<file path="src/rtl/chip_mid_ted_pkg.sv">
package chip_mid_ted_pkg;

  // Step weight of the error window: the half before the chip boundary counts negative.
  function automatic int step_term(int x, logic before_boundary);
    return before_boundary ? -x : x;
  endfunction

  // Alternating code-sign correction applied to a finished error.
  function automatic int apply_polarity(int raw, logic negate);
    return negate ? -raw : raw;
  endfunction

  // Accumulate one term, restarting the window when asked.
  function automatic int accumulate(int acc, int term, logic restart);
    return restart ? term : acc + term;
  endfunction

endpackage

</file>
<file path="src/rtl/ted_phase_ctr.sv">
module ted_phase_ctr #(
  parameter int SPC  = 8,
  localparam int PH_W = $clog2(SPC)
) (
  input  logic            clk,
  input  logic            rst,
  input  logic            smp_vld,
  input  logic            chip_stb,
  output logic            take,
  output logic [PH_W-1:0] phase,
  output logic            slip
);
  localparam logic [PH_W-1:0] LAST = PH_W'(SPC - 1);

  logic            locked_q;
  logic [PH_W-1:0] ph_q;

  assign take  = smp_vld && (locked_q || chip_stb);
  assign phase = chip_stb ? '0 : ph_q;
  assign slip  = smp_vld && chip_stb && locked_q && (ph_q != '0);

  always_ff @(posedge clk) begin
    if (rst) begin
      locked_q <= 1'b0;
      ph_q     <= '0;
    end else if (take) begin
      locked_q <= 1'b1;
      ph_q     <= (phase == LAST) ? '0 : phase + 1'b1;
    end
  end
endmodule

</file>
<file path="src/rtl/ted_inphase_acc.sv">
module ted_inphase_acc
  import chip_mid_ted_pkg::*;
#(
  parameter int SMP_W = 12,
  parameter int SPC   = 8,
  localparam int PH_W  = $clog2(SPC),
  localparam int ACC_W = SMP_W + PH_W
) (
  input  logic                    clk,
  input  logic                    rst,
  input  logic                    take,
  input  logic [PH_W-1:0]         phase,
  input  logic signed [SMP_W-1:0] smp,
  output logic                    vld,
  output logic signed [ACC_W-1:0] val
);
  localparam logic [PH_W-1:0] LAST = PH_W'(SPC - 1);

  logic signed [ACC_W-1:0] acc_q;
  int sum_now;

  always_comb sum_now = accumulate(int'(acc_q), int'(smp), phase == '0);

  always_ff @(posedge clk) begin
    if (rst) begin
      acc_q <= '0;
      vld   <= 1'b0;
      val   <= '0;
    end else begin
      vld <= 1'b0;
      if (take) begin
        acc_q <= ACC_W'(sum_now);
        if (phase == LAST) begin
          vld <= 1'b1;
          val <= ACC_W'(sum_now);
        end
      end
    end
  end
endmodule

</file>
<file path="src/rtl/ted_error_acc.sv">
module ted_error_acc
  import chip_mid_ted_pkg::*;
#(
  parameter int SMP_W = 12,
  parameter int SPC   = 8,
  localparam int PH_W  = $clog2(SPC),
  localparam int ACC_W = SMP_W + PH_W,
  localparam int HALF  = SPC / 2
) (
  input  logic                    clk,
  input  logic                    rst,
  input  logic                    take,
  input  logic [PH_W-1:0]         phase,
  input  logic                    slip,
  input  logic signed [SMP_W-1:0] smp,
  output logic                    vld,
  output logic signed [ACC_W-1:0] val,
  output logic                    neg
);
  localparam logic [PH_W-1:0] OPEN  = PH_W'(HALF);
  localparam logic [PH_W-1:0] CLOSE = PH_W'(HALF - 1);

  logic signed [ACC_W-1:0] acc_q;
  logic armed_q;
  logic opening, closing, before_bnd;
  int   term, sum_now;

  assign opening    = (phase == OPEN);
  assign closing    = (phase == CLOSE);
  assign before_bnd = (phase >= OPEN);

  always_comb begin
    term    = step_term(int'(smp), before_bnd);
    sum_now = accumulate(int'(acc_q), term, opening);
  end

  always_ff @(posedge clk) begin
    if (rst) begin
      acc_q   <= '0;
      armed_q <= 1'b0;
      neg     <= 1'b0;
      vld     <= 1'b0;
      val     <= '0;
    end else begin
      vld <= 1'b0;
      if (take) begin
        acc_q <= ACC_W'(sum_now);
        if (slip)         armed_q <= 1'b0;
        else if (opening) armed_q <= 1'b1;
        if (closing && armed_q && !slip) begin
          vld <= 1'b1;
          val <= ACC_W'(apply_polarity(sum_now, neg));
          neg <= ~neg;
        end
      end
    end
  end
endmodule

</file>
<file path="src/rtl/chip_mid_ted.sv">
module chip_mid_ted #(
  parameter int SMP_W = 12,
  parameter int SPC   = 8,
  localparam int PH_W  = $clog2(SPC),
  localparam int ACC_W = SMP_W + PH_W
) (
  input  logic                    clk,
  input  logic                    rst,
  input  logic                    smp_vld,
  input  logic signed [SMP_W-1:0] smp_in,
  input  logic                    chip_stb,
  output logic                    ip_vld,
  output logic signed [ACC_W-1:0] ip_val,
  output logic                    err_vld,
  output logic signed [ACC_W-1:0] err_val
);
  generate
    if ((SPC % 2) != 0 || SPC < 4 || (1 << PH_W) != SPC) begin : g_bad_spc
      $error("samples per chip must be an even power of two of at least four");
    end
  endgenerate

  logic            take, slip, err_neg;
  logic [PH_W-1:0] phase;

  ted_phase_ctr #(.SPC(SPC)) phase_i (
    .clk(clk), .rst(rst), .smp_vld(smp_vld), .chip_stb(chip_stb),
    .take(take), .phase(phase), .slip(slip)
  );

  ted_inphase_acc #(.SMP_W(SMP_W), .SPC(SPC)) ip_i (
    .clk(clk), .rst(rst), .take(take), .phase(phase), .smp(smp_in),
    .vld(ip_vld), .val(ip_val)
  );

  ted_error_acc #(.SMP_W(SMP_W), .SPC(SPC)) err_i (
    .clk(clk), .rst(rst), .take(take), .phase(phase), .slip(slip),
    .smp(smp_in), .vld(err_vld), .val(err_val), .neg(err_neg)
  );
endmodule

</file>
<file path="config.mk">
export PLATFORM = sky130hd
export DESIGN_NAME = chip_mid_ted
export DESIGN_NICKNAME = d
export VERILOG_FILES = /design/src/rtl/chip_mid_ted_pkg.sv /design/src/rtl/ted_phase_ctr.sv /design/src/rtl/ted_inphase_acc.sv /design/src/rtl/ted_error_acc.sv /design/src/rtl/chip_mid_ted.sv
export SDC_FILE = /design/constraint.sdc
export NUM_CORES = 1
export LEC_CHECK = 0
export ABC_AREA = 1
export BUFFER_PORTS_ARGS = -buffer_cell sky130_fd_sc_hd__buf_4
export CAP_MARGIN = 20
export CORE_MARGIN = 1.5
export CORE_UTILIZATION = 52
export DETAILED_ROUTE_END_ITERATION = 10
export HOLD_SLACK_MARGIN = 0.08
export PLACE_DENSITY = 0.85
export REMOVE_ABC_BUFFERS = 1
export SYNTH_ARGS = -nofsm -noshare
export SYNTH_HDL_FRONTEND = slang
export SYNTH_HIERARCHICAL = 1
export SYNTH_SLANG_ARGS = --single-unit
</file>
<file path="constraint.sdc">
create_clock -name clk -period 3.3 [get_ports clk]
set_input_delay 0.66 -clock clk [delete_from_list [all_inputs] [get_ports clk]]
set_output_delay 0.66 -clock clk [all_outputs]
set_load 0.02 [all_outputs]
</file>
==> flow_summary.json <==
{
  "status": "completed",
  "slowest_delay_ps": 350,
  "ios": 48,
  "num_rows": 37,
  "nNetsFinal": 1050,
  "grt_pass1_vias": 5395,
  "syn_area_per_cell_um2": 5.960,
  "critPathRequiredTime_ps": 3590,
  "endpoint_kind": "flip-flop",
  "synth_top_cell_by_area": "dfxtp_1",
  "whs_path_depth": 2,
  "coreArea_um2": 10420,
  "cts_tree": "built",
  "num-fill-cells": 1031,
  "cts_buffer_depth": 2,
  "clock-root-buffer": "clkbuf_8",
  "yosys_most_used_dff": "dfxtp_1",
  "route.final.wire_length_mm": 13.25,
  "skew_ps": 17.46,
  "dr.pass1.iters": 5,
  "cp_max_fo": 5,
  "arrival_ps": 3340,
  "cap_violations": 0,
  "finalHoldViolCount": 0,
  "seq_area_frac_synth_pct": 24.22,
  "p_leak_uw": 0.003638,
  "synthTopCellsByCount": "nand2_1, inv_1, nor2_1",
  "fmax_ghz": 0.3269,
  "fin_crit_sh_pct": 92.69,
  "drt-initial-drc-count": 175,
  "cts.sinks": 68,
  "fin_crit_ps": 3059,
  "track_usage_pct": 25.26,
  "syn_to_final_growth_pct": 13.27,
  "drv_slew": 0,
  "tightest_slew_ps": 902.0,
  "layout-drive-gt1-share_pct": 14.77,
  "met3_length_um": 792,
  "via_count": 5719,
  "power_density_nw_per_um2": 391.1,
  "grt_pass1_wl_mm": 23.26,
  "ir_drop_uv": 276.2,
  "cpMaxStageDelayCell": "ha_1",
  "critPathTopFamily": "simple AND/OR/NAND/NOR gates",
  "dp_slack_ps": -88.46,
  "start_kind": "primary input",
  "detail-route-antenna-nets": 0,
  "antenna_found_initial": 0,
  "postCtsHoldBufs": 0,
  "rsz0062_at_grt": "yes",
  "cts_setup_buffers": 0,
  "fin_ws_ps": 241.4,
  "dr_wl_met2_mm": 6.371,
  "htreeDepth": 3,
  "synth_warnings": 6,
  "ys_ff_latch": 68,
  "async_flop_share_pct": 0,
  "grt_max_degree": 37,
  "path_buf_inv": 5,
  "crit_type": "in2reg",
  "total_power_uw": 2490,
  "hp-class": "reg2reg",
  "path_common_cell": "nand2_1",
  "synthTopCellsByArea": "dfxtp_1, nand2_1, inv_1, nor2_1, nand3_1",
  "initial_core_util_pct": 53.96,
  "hold_path_end": "err_i/acc_q[0]",
  "slew_headroom_pct": 39.80,
  "wl_per_cell_um": 11.64,
  "diodes": 0,
  "insertion_delay_ps": 390,
  "yosys.area.top_type_share_pct": 24.22,
  "dpl.hpwl_mm": 9.894,
  "setup_viol": 0,
  "io_buffers": 47,
  "reg2reg_slack_ps": 360,
  "die_x_um": 107.0,
  "place.gp.congestion": 0.9065,
  "yosys.cell_types.count": 42,
  "timing.rr.end": "err_i/val[14]",
  "drt-met1-wl_mm": 5.810,
  "synth_edf_count": 0,
  "netlist_area_um2": 5620,
  "synth_cells": 943,
  "path_cells": "buf_4 > inv_2 > ha_1 > nand3_2 > nand2_1 > nand2_1 > nand2_1 > nand2_1 > ha_1 > nand2_1 > inv_1 > a21oi_1 > nand3_1 > a21oi_1 > inv_1 > nand2_1 > nand3_1 > nand2_1 > nand2_1 > nand3_1 > nand3_1 > nand2_1 > inv_1",
  "holdCritStartpoint": "err_i/acc_q[0]",
  "dieArea_um2": 11440,
  "cts_buffers": 9,
  "grt_overflow_total": 0,
  "cts_resized": 0,
  "die_h_um": 107.0,
  "timing.rr.start": "phase_i/ph_q[2]",
  "drc": 0,
  "cts.clk_slew.worst_paths_ps": 70,
  "dr.max_layer_used": "met4",
  "synth_most_common_cell": "nand2_1",
  "via_per_inst": 5.025,
  "r2r_cells": 23
}
==> state kept, by name (all words and copies together) (netlist names) <==
| name | flops |
|---|---|
| err_i/acc_q | 15 |
| err_i/armed_q | 1 |
| err_i/neg | 1 |
| err_i/val | 15 |
| err_i/vld | 1 |
| ip_i/acc_q | 15 |
| ip_i/val | 15 |
| ip_i/vld | 1 |
| phase_i/locked_q | 1 |
| phase_i/ph_q | 3 |
==> cell usage in the layout, fill, tap and decap left out, drive strengths merged <==
cell,n
nand2,300
ha,33
and2,2
a21oi,31
o21bai,2
o221ai,1
dfxtp,68
xor2,12
nor3,4
nand4,6
a31oi,1
o21a,4
o211ai,15
buf,69
xnor2,2
inv,173
or2,4
nor4,1
clkbuf,11
fa,2
o21ai,39
nand3b,7
clkinv,3
nor2,124
nand3,88
==> layer usage <==
layer / up-vias / global-route usage, %
met5: - / 0
met4: 0 / 9.143
met3: 26 / 6.079
met2: 124 / 44.51
met1: 2542 / 29.68
li1: 3027 / -
==> area by class of cell <==
class | instances | area [µm²] | area share [%]
multi-input combinational | 678 | 3486 | 54.76
sequential | 68 | 1361 | 21.38
inverter | 173 | 649.4 | 10.20
timing repair buffer | 69 | 543.0 | 8.530
tap | 136 | 170.2 | 2.673
clock buffer | 11 | 141.4 | 2.221
clock inverter | 3 | 15.01 | 0.2358
==> worst max path at each step <==
stage | endpoint | from | cells past startpoint | slack, ps
2_1_floorplan | err_i/val[1] | smp_vld | 8 | -590
3_3_place_gp | err_i/val[13] | smp_in[1] | 21 | -20
3_5_place_dp | err_i/val[14] | smp_in[1] | 23 | -90
4_1_cts | err_i/val[14] | smp_in[1] | 23 | 280
5_1_grt | err_i/val[13] | smp_in[6] | 24 | -3
6_report | err_i/val[14] | smp_in[1] | 23 | 240
==> metrics by stage <==
step	hold slack, ps	utilization, %	TNS (ps)	std cells	area, µm²
5_1_grt	514.6	61.12	-5.704	1138	6366
3_3_place_gp	470.2	59.59	-31.71	1124	6207
3_5_place_dp	474.7	59.59	-237.1	1124	6207
2_1_floorplan	453.1	-	-8984	919	5485
4_1_cts	495.2	61.09	0	1138	6364
6_report	491.8	61.12	0	1138	6366
==> worst min-delay path: cells and delay by family (launching register included) <==
kind | cells | cell delay (ps)
DFF | 1 | 340
buffers and inverters | 1 | 50
AOI/OAI and AO/OA | 1 | 80
==> report_power, final <==
group | internal (µW) | switching, µW
Combinational | 359 | 630
Clock | 281 | 327
Sequential | 867 | 27.3
==> kinds of logic (layout without fill, tap and decap cells) <==
group	count (synthesis)	after routing	share of synthesized area (%)
buf+inv	197	256	13.96
flops	68	68	24.22
xor+xnor	14	14	2.315
simple gates	536	536	41.47
fa+ha+maj	35	35	8.059
compound gates	93	93	9.973
No activity file was read; power rests on OpenSTA's default activity.
